--- src/rtl/loop_branch_pkg.sv ---
package loop_branch_pkg;

  typedef enum logic [2:0] {
    COND_NONE     = 3'd0,
    COND_IDX_LOOP = 3'd1,
    COND_IDX_DEC  = 3'd2,
    COND_ACC_GE   = 3'd3,
    COND_ACC_GT   = 3'd4,
    COND_ACC_NZ   = 3'd5,
    COND_ACC_EZ   = 3'd6,
    COND_ACC_LT   = 3'd7
  } condCode_e;

  typedef struct packed {
    logic doJump;
    logic doDec;
    logic doClear;
  } loopCtrl_t;

endpackage

--- src/rtl/loop_branch_ctrl.sv ---
module loop_branch_ctrl
  import loop_branch_pkg::*;
#(
  parameter int WORD_W = 30
) (
  input  logic              clk,
  input  logic              rstN,
  input  logic [2:0]        condDigit,
  input  logic              distOdd,
  input  logic [WORD_W-1:0] accValue,
  input  logic [WORD_W-1:0] indexValue,
  output loopCtrl_t         ctrl
);

  localparam int SIGN_BIT = WORD_W - 1;

  logic accSign;
  logic accZero;
  logic idxZero;

  assign accSign = accValue[SIGN_BIT];
  assign accZero = (accValue == '0);
  assign idxZero = (indexValue == '0);

  always_comb begin
    ctrl = '0;
    unique case (condCode_e'(condDigit))
      COND_NONE:     ctrl.doClear = distOdd;
      COND_IDX_LOOP: begin
        ctrl.doDec  = 1'b1;
        ctrl.doJump = !idxZero;
      end
      COND_IDX_DEC:  ctrl.doDec  = 1'b1;
      COND_ACC_GE:   ctrl.doJump = !accSign;
      COND_ACC_GT:   ctrl.doJump = !accSign && !accZero;
      COND_ACC_NZ:   ctrl.doJump = !accZero;
      COND_ACC_EZ:   ctrl.doJump = accZero;
      COND_ACC_LT:   ctrl.doJump = accSign;
      default:       ctrl = '0;
    endcase
  end

  // clear request only from the no-jump code
  assert_clear_code_R9: assert property (@(posedge clk) disable iff (!rstN)
    ctrl.doClear |-> (condDigit == 3'd0));

  // decrement request only from the two index codes
  assert_dec_code_R9: assert property (@(posedge clk) disable iff (!rstN)
    ctrl.doDec |-> (condDigit == 3'd1 || condDigit == 3'd2));

  // a zero index under code 1 never loops
  assert_zero_index_R4: assert property (@(posedge clk) disable iff (!rstN)
    (condDigit == 3'd1 && indexValue == '0) |-> !ctrl.doJump);

endmodule

--- src/rtl/loop_branch_dp.sv ---
module loop_branch_dp
  import loop_branch_pkg::*;
#(
  parameter int WORD_W = 30,
  parameter int PC_W   = 14,
  parameter int DIG_W  = 3
) (
  input  logic              clk,
  input  logic              rstN,
  input  logic              evalValid,
  input  loopCtrl_t         ctrl,
  input  logic [DIG_W-1:0]  distDigit,
  input  logic [PC_W-1:0]   pcCur,
  input  logic [WORD_W-1:0] indexValue,
  output logic              outValid,
  output logic [PC_W-1:0]   nextPc,
  output logic              jumpTaken,
  output logic              idxDecStrobe,
  output logic [WORD_W-1:0] idxNewValue,
  output logic              ovfClearStrobe
);

  localparam int PAD_W = PC_W - DIG_W;

  logic [PC_W-1:0]   distWide;
  logic [PC_W-1:0]   pcBack;
  logic [PC_W-1:0]   pcStep;
  logic [PC_W-1:0]   pcSel;
  logic [WORD_W-1:0] idxDec;

  assign distWide = {{PAD_W{1'b0}}, distDigit};
  assign pcBack   = pcCur - distWide;
  assign pcStep   = pcCur + PC_W'(1);
  assign pcSel    = ctrl.doJump ? pcBack : pcStep;
  assign idxDec   = indexValue - WORD_W'(1);

  always_ff @(posedge clk) begin
    if (!rstN) begin
      outValid       <= 1'b0;
      nextPc         <= '0;
      jumpTaken      <= 1'b0;
      idxDecStrobe   <= 1'b0;
      idxNewValue    <= '0;
      ovfClearStrobe <= 1'b0;
    end else begin
      outValid       <= evalValid;
      jumpTaken      <= evalValid && ctrl.doJump;
      idxDecStrobe   <= evalValid && ctrl.doDec;
      ovfClearStrobe <= evalValid && ctrl.doClear;
      if (evalValid) begin
        nextPc      <= pcSel;
        idxNewValue <= idxDec;
      end
    end
  end

  assert_valid_follows_R2: assert property (@(posedge clk) disable iff (!rstN)
    evalValid |=> outValid);

  assert_valid_drops_R2: assert property (@(posedge clk) disable iff (!rstN)
    !evalValid |=> !outValid);

  assert_strobe_gated_R2: assert property (@(posedge clk) disable iff (!rstN)
    (jumpTaken || idxDecStrobe || ovfClearStrobe) |-> outValid);

  assert_jump_target_R7: assert property (@(posedge clk) disable iff (!rstN)
    (evalValid && ctrl.doJump) |=> (nextPc == $past(pcCur) - $past(distWide)));

  assert_step_target_R8: assert property (@(posedge clk) disable iff (!rstN)
    (evalValid && !ctrl.doJump) |=> (nextPc == $past(pcCur) + PC_W'(1)));

  assert_dec_value_R4: assert property (@(posedge clk) disable iff (!rstN)
    (evalValid && ctrl.doDec) |=> (idxNewValue == $past(indexValue) - WORD_W'(1)));

  assert_hold_R10: assert property (@(posedge clk) disable iff (!rstN)
    !evalValid |=> ($stable(nextPc) && $stable(idxNewValue)));

  assert_clear_excl_R9: assert property (@(posedge clk) disable iff (!rstN)
    ovfClearStrobe |-> (!jumpTaken && !idxDecStrobe));

endmodule

--- src/rtl/loop_branch_eval.sv ---
module loop_branch_eval
  import loop_branch_pkg::*;
#(
  parameter int WORD_W = 30,
  parameter int PC_W   = 14,
  parameter int DIG_W  = 3
) (
  input  logic                 clk,
  input  logic                 rstN,
  input  logic                 evalValid,
  input  logic [2*DIG_W-1:0]   loopField,
  input  logic [WORD_W-1:0]    accValue,
  input  logic [WORD_W-1:0]    indexValue,
  input  logic [PC_W-1:0]      pcCur,
  output logic                 outValid,
  output logic [PC_W-1:0]      nextPc,
  output logic                 jumpTaken,
  output logic                 idxDecStrobe,
  output logic [WORD_W-1:0]    idxNewValue,
  output logic                 ovfClearStrobe
);

  // condition digit low, distance digit high
  logic [DIG_W-1:0] condDigit;
  logic [DIG_W-1:0] distDigit;
  loopCtrl_t        ctrl;

  assign condDigit = loopField[DIG_W-1:0];
  assign distDigit = loopField[2*DIG_W-1:DIG_W];

  loop_branch_ctrl #(
    .WORD_W(WORD_W)
  ) i_ctrl (
    .clk       (clk),
    .rstN      (rstN),
    .condDigit (condDigit[2:0]),
    .distOdd   (distDigit[0]),
    .accValue  (accValue),
    .indexValue(indexValue),
    .ctrl      (ctrl)
  );

  loop_branch_dp #(
    .WORD_W(WORD_W),
    .PC_W  (PC_W),
    .DIG_W (DIG_W)
  ) i_dp (
    .clk           (clk),
    .rstN          (rstN),
    .evalValid     (evalValid),
    .ctrl          (ctrl),
    .distDigit     (distDigit),
    .pcCur         (pcCur),
    .indexValue    (indexValue),
    .outValid      (outValid),
    .nextPc        (nextPc),
    .jumpTaken     (jumpTaken),
    .idxDecStrobe  (idxDecStrobe),
    .idxNewValue   (idxNewValue),
    .ovfClearStrobe(ovfClearStrobe)
  );

endmodule

--- config.mk ---
export PLATFORM = sky130hd
export DESIGN_NAME = loop_branch_eval
export DESIGN_NICKNAME = d
export VERILOG_FILES = /design/src/rtl/loop_branch_pkg.sv /design/src/rtl/loop_branch_ctrl.sv /design/src/rtl/loop_branch_dp.sv /design/src/rtl/loop_branch_eval.sv
export SDC_FILE = /design/constraint.sdc
export NUM_CORES = 1
export LEC_CHECK = 0
export ABC_CLOCK_PERIOD_IN_PS = 4600
export BUFFER_PORTS_ARGS = -buffer_cell sky130_fd_sc_hd__buf_2
export CAP_MARGIN = 40
export CORE_ASPECT_RATIO = 0.8
export CORE_UTILIZATION = 47
export DETAILED_ROUTE_END_ITERATION = 16
export PLACE_DENSITY = 0.81
export SYNTH_ARGS = -nofsm -noshare
export SYNTH_HDL_FRONTEND = slang
export SYNTH_SLANG_ARGS = --single-unit
--- constraint.sdc ---
create_clock -name clk -period 4.6 [get_ports clk]
set_input_delay 0.92 -clock clk [delete_from_list [all_inputs] [get_ports clk]]
set_output_delay 0.92 -clock clk [all_outputs]
set_load 0.1 [all_outputs]
==> run metrics, run 1 <==
status=complete, no violations; WL final=7.42 mm; all-layer global routing usage=24.5%; Worst Tran Pin Value=0.524 ns; met1 Resource Use GR=30.5%; Clock Tree Buf Depth=2; Yosys top cell by area=dfxtp_1; placed cells=533; HPWL after detailed placement=5.91 mm; Clock Latency Late Sink=0.29 ns; met2 usage=41.2%; die area=0.00629 mm²; n_diodes=0; fin crit share=95.3%; Crit. End Element=flop; Achievable Freq=0.228 GHz; flop2flop setup slack=3.86 ns; Final Wtd Congestion=0.861; final max-slew violation count=0; post-synth cell types=48; Leakage=1.69 nW; RSZ-0062 raised after global routing=false; YS warnings=0; Final Setup Violations=0; layout cell share with drive strength beyond 1=34.6%; pin count of the biggest net entering global routing=49; FF-to-FF End=i_dp.nextPc[4]; total global routing overflow=0; ys async rst share=0%; Most Crowded Layer GR=met2; Post-CTS Setup Inserts=0; Initial Util=50.0%; CTS Buf Count=5; Worst Hold End=i_dp.nextPc[13]; power per cell area=342 mW/mm²; via count=2857; met3 GRT Util=5.83%; CTS tree=built; Syn Inst Count=333; HP Start=i_dp.nextPc[13]; hold crit path type=reg -> reg; vias in the first global route=2726; Clock Sinks=48; max-cap viol count=0; Final Hold Fails=0; fin worst setup slack=0.217 ns; wire length per cell=13.7 µm; prevailing post-synth register cell=dfxtp_1; Req. time, crit path=4.79 ns; register area share after synthesis=34.2%; hold depth=2; min Tclk post-route=4.38 ns; row count=24; clock skew=0 ns; crit-path max FO=5; reg-to-reg startpoint=i_dp.nextPc[4]; area grow syn2layout=29.7%; Post-synth EDFFs=0; WP data arrival=4.57 ns; Slew headroom=65.3%; port buffer count=130; clock root cell=clkbuf_8; clk slew on worst S/H paths=0.08 ns; Final ANT Viol Nets=0; Place WS=-0.0512 ns; Worst IR Drop VDD=0.163 mV; Synth Register Bits=48; Starting DRT DRC Count=101; CP Launch Type=primary input; net count after synthesis=432; final net count=561; Mean Syn Cell Area=8.44 µm²; Crit Path Class=in -> reg; initial antenna violation count=0; H-tree levels=2; R2R depth=3; # DRC=0; Die X=88.5 µm; area share of the leading cell type in the synthesized netlist=34.2%; first-pass iteration count of the detailed router=4; post-layout power=1.25 mW; area of the core=0.00562 mm²; Mapped Area=0.00281 mm²; I/O Pins=131; first-pass GRT wire length=12.0 mm; fin cells=540; top post-synthesis cells by area=dfxtp_1, xnor2_1, a211oi_1, nor2_1, ha_1; via-per-instance ratio=5.29; die height=71.2 µm
==> per-layer routing <==
layer | wire, µm | share of wire (%)
met5 | 0 | 0
met4 | 157 | 2.1
met1 | 3430 | 46
met3 | 508 | 6.8
met2 | 3330 | 45
==> sequential cells by signal, indices dropped and copies added (netlist names) <==
register             cells
i_dp.idxDecStrobe        1
i_dp.idxNewValue        30
i_dp.jumpTaken           1
i_dp.nextPc             14
i_dp.outValid            1
i_dp.ovfClearStrobe      1
==> synth_stat cells (3+ instances only) <==
library cell  instances
nor2_1               55
dfxtp_1              48
a211oi_1             30
xnor2_1              26
nand2_1              20
ha_1                 15
clkbuf_1             13
nor3_1               13
xor2_1               12
inv_1                11
o21ai_0              10
a21oi_1               9
mux2i_1               9
nor4_1                9
nand3_1               4
or3_1                 4
nand3b_1              3
nor2b_1               3
o31ai_1               3
or2_2                 3
==> where the power goes <==
part           leakage [nW]  internal, mW  switching [mW]
Combinational          1.25         0.139           0.403
Sequential            0.398         0.451          0.0161
Clock                0.0410         0.104           0.134
==> placed cells by master, fill, tap and decap left out, drive strengths merged, types with 3 or more instances in the layout <==
master,count
nand4,3
buf,137
or2,3
xnor2,26
o31ai,3
a21oi,9
ha,15
o21ai,11
or3,6
nor2,57
nand3b,3
inv,11
nor4,9
clkbuf,6
nand3,4
dfxtp,48
nor3,14
a211oi,30
xor2,12
nor2b,3
nand2,20
mux2i,9
==> kinds of logic (layout without fill, tap and decap cells) <==
group	after synthesis	in the layout	synth area share, %
buffers and inverters	26	155	3.87
muxes	9	9	3.21
xor gates and xnor gates	38	38	11.8
and+or+nand+nor	131	131	23.5
adders and majority gates	16	16	7.39
DFF	48	48	34.2
AOI/OAI and AO/OA	65	65	16.0
==> worst max path at each step <==
stage / startpoint / endpoint / slack (ns) / cells past startpoint
6_report: indexValue[23] / i_dp.nextPc[11] / 0.22 / 16
5_1_grt: indexValue[23] / i_dp.nextPc[11] / 0.03 / 16
4_1_cts: indexValue[23] / i_dp.nextPc[11] / 0.22 / 16
3_3_place_gp: indexValue[23] / i_dp.nextPc[11] / 0.10 / 16
3_5_place_dp: indexValue[23] / i_dp.nextPc[12] / -0.05 / 17
2_1_floorplan: indexValue[23] / i_dp.nextPc[12] / 0.36 / 16
==> worst max-delay path: stages <==
cell      delay [ns]
buf_2           0.12
or4_4           0.55
or4_4           0.46
nor2_4          0.12
nand4_2         0.09
a22oi_2         0.27
inv_1           0.18
ha_1            0.36
a21oi_1         0.18
nand2_1         0.07
a41o_1          0.25
a211o_1         0.31
nor3_2          0.17
nor2_1          0.09
xnor2_1         0.14
a211oi_1        0.29
==> layout make-up <==
class,instances,area [µm²]
inverters,11,41.3
repair buffers,137,716
multi-input cells,259,1750
clock inverters,1,5.00
clock buffers,6,72.6
flip-flops and latches,48,961
well taps,78,97.6
fillers,491,1970
==> stage by stage <==
step | util [%] | hold slack (ns) | area [µm²] | setup TNS (ns)
final | 64.9 | 0.451 | 3650 | 0
after global routing | 64.9 | 0.462 | 3650 | 0
after CTS | 64.7 | 0.452 | 3630 | 0
after detailed placement | 63.3 | 0.440 | 3560 | -0.0647
after global placement | 63.0 | 0.446 | 3540 | 0
after floorplan | - | 0.868 | 2810 | 0
==> what timing repair did <==
item                                    4_1_cts  5_1_grt
resized for setup                             0        2
hold buffers                                  0        0
endpoints found under the setup margin        0        2
No activity file was read; power rests on OpenSTA's default activity.
==> inputs of run 2 (changes only) <==
--- a/config.mk
+++ b/config.mk
@@ -5,13 +5,13 @@
 export SDC_FILE = /design/constraint.sdc
 export NUM_CORES = 1
 export LEC_CHECK = 0
-export ABC_CLOCK_PERIOD_IN_PS = 4600
+export ABC_CLOCK_PERIOD_IN_PS = 5050
 export BUFFER_PORTS_ARGS = -buffer_cell sky130_fd_sc_hd__buf_2
 export CAP_MARGIN = 40
 export CORE_ASPECT_RATIO = 0.8
-export CORE_UTILIZATION = 47
+export CORE_UTILIZATION = 51
 export DETAILED_ROUTE_END_ITERATION = 16
-export PLACE_DENSITY = 0.81
+export PLACE_DENSITY = 0.86
 export SYNTH_ARGS = -nofsm -noshare
 export SYNTH_HDL_FRONTEND = slang
 export SYNTH_SLANG_ARGS = --single-unit
==> constraint.sdc (replaced) <==
create_clock -name clk -period 5.05 [get_ports clk]
set_input_delay 1.01 -clock clk [delete_from_list [all_inputs] [get_ports clk]]
set_output_delay 1.01 -clock clk [all_outputs]
set_load 0.1 [all_outputs]
==> run metrics, run 2 (same netlist as run 1, synthesis figures left out) <==
n_diodes=0 (unchanged); die area=0.00581 mm² (-7.6%); commonest non-fill, non-tap cell in the layout=buf_2; wire length per cell=13.2 µm (-3.9%); Final ANT Viol Nets=0 (unchanged); Final Hold Fails=0 (unchanged); Leakage=1.67 nW (-1.1%); via count=2783 (-2.6%); Worst IR Drop VDD=0.152 mV (-7.0%); cts hold-fix bufs=0 (unchanged); layout cell share with drive strength beyond 1=34.0% (-0.65 points); CTS tree=built; Crit Path Class=in -> reg; crit-path max FO=6 (+1); Clock Tree Buf Depth=2 (unchanged); min Tclk post-route=4.66 ns; hold crit path type=reg -> reg; Clock Sinks=48 (unchanged); area grow syn2layout=27.7%; initial antenna violation count=0 (unchanged); area of the core=0.00515 mm² (-8.3%); clock root cell=clkbuf_8; die height=68.4 µm (-3.9%); Post-CTS Setup Inserts=0 (unchanged); # fillers=434 (-12%); Final TNS setup=0 ns (unchanged); max-cap viol count=0 (unchanged); Initial Util=54.6% (+4.5 points); Crit. End Element=flop; status=complete, no violations; via-per-instance ratio=5.34 (+0.96%); Clock Latency Late Sink=0.29 ns (about the same); post-layout power=1.15 mW (-7.9%); CP Launch Type=primary input; WP data arrival=4.84 ns (+0.27 ns); most frequent cells in the layout=buf_2, nor2_1, dfxtp_1, a211oi_1, xnor2_1; HPWL after detailed placement=5.48 mm (-7.3%); Slew headroom=52.6% (-13 points); power per cell area=320 mW/mm² (-6.5%); final net count=557 (-0.71%); row count=23 (-4.2%); clock skew=0 ns (unchanged); WL final=6.89 mm (-7.2%); RSZ-0062 raised after global routing=false; total global routing overflow=0 (unchanged); Top reg by flops=i_dp.idxNewValue; Resized cells post-CTS=0 (unchanged); Final Wtd Congestion=0.862 (+0.16%); clk slew on worst S/H paths=0.09 ns (about the same); max reg flops=30 (unchanged); CTS Buf Count=5 (unchanged); I/O Pins=131 (unchanged); Worst Tran Pin Value=0.711 ns (+0.186 ns); Die X=85.0 µm (-3.9%); top flop regs=i_dp.idxNewValue: 30 flops, i_dp.nextPc: 14 flops; Final Setup Violations=0 (unchanged); Achievable Freq=0.215 GHz; all-layer global routing usage=24.1% (-0.42 points); pin count of the biggest net entering global routing=55 (+12%); fin crit share=92.2%; final max-slew violation count=0 (unchanged); port buffer count=130 (unchanged); Req. time, crit path=5.23 ns (+0.44 ns); Starting DRT DRC Count=80 (-21%); first-pass iteration count of the detailed router=4 (unchanged); H-tree levels=2 (unchanged); # DRC=0 (unchanged); vias in the first global route=2540 (-6.8%); first-pass GRT wire length=11.1 mm (-7.4%)
[run 2: cell types whose count changed in the layout (fill, tap and decap cells not counted), sizes merged]
| cell | before | now |
|---|---|---|
| buf | 137 | 133 |
| inv | 11 | 12 |
[run 2: final timing paths]
kind                           to  slack (ns)            start  cells after the start
setup / recovery  i_dp.nextPc[12]        0.39   indexValue[23]                     17
hold / removal    i_dp.nextPc[13]        0.48  i_dp.nextPc[13]                      2
setup reg to reg   i_dp.nextPc[4]        4.23   i_dp.nextPc[4]                      3
hold reg to reg   i_dp.nextPc[13]        0.48  i_dp.nextPc[13]                      2
[run 2: report_power, final]
group          switching [mW]  leakage, nW  internal, mW  total, mW
Clock                   0.128       0.0516         0.112      0.240
Combinational           0.360         1.22         0.121      0.481
Sequential             0.0159        0.398         0.411      0.427
Total                   0.504         1.67         0.644       1.15
[run 2: layout make-up]
type | count | area (µm²) | share of cell area (%)
clock buffer | 6 | 82.6 | 2.30
multi-input combinational | 259 | 1740 | 48.5
inverter | 11 | 41.3 | 1.15
timing repair buffer | 133 | 673 | 18.8
tap | 62 | 77.6 | 2.16
clock inverter | 2 | 13.8 | 0.383
sequential | 48 | 961 | 26.8
[run 2: through the flow]
step	worst slack (ns)	hold WS, ns	instances	utilization (%)	cell area [µm²]
3_5_place_dp	0.141	0.464	513	67.8	3490
5_1_grt	0.0650	0.508	521	69.7	3590
3_3_place_gp	0.308	0.440	513	67.8	3490
6_report	0.392	0.482	521	69.7	3590
2_1_floorplan	0.723	0.868	333	-	2810
4_1_cts	0.433	0.484	521	69.7	3590
[run 2: critical path: stages]
cell and delay, ns:
buf_2 0.12, or4_4 0.54, or4_4 0.45, nor2_4 0.12, nand4_2 0.10, a22oi_2 0.30
or2_2 0.17, ha_1 0.18, fa_1 0.23, nor2b_1 0.06, o21a_1 0.17, o21ai_0 0.28
a21oi_1 0.15, o41ai_1 0.43, o21ai_0 0.21, xnor2_1 0.20, o21ai_0 0.11
[run 2: layer usage]
layer,up-vias,wire length [µm],GRT usage (%)
li1,1436,-,-
met3,4,381,4.46
met4,0,38,5.72
met5,-,0,0
met2,98,3350,44.3
met1,1245,3110,29.6
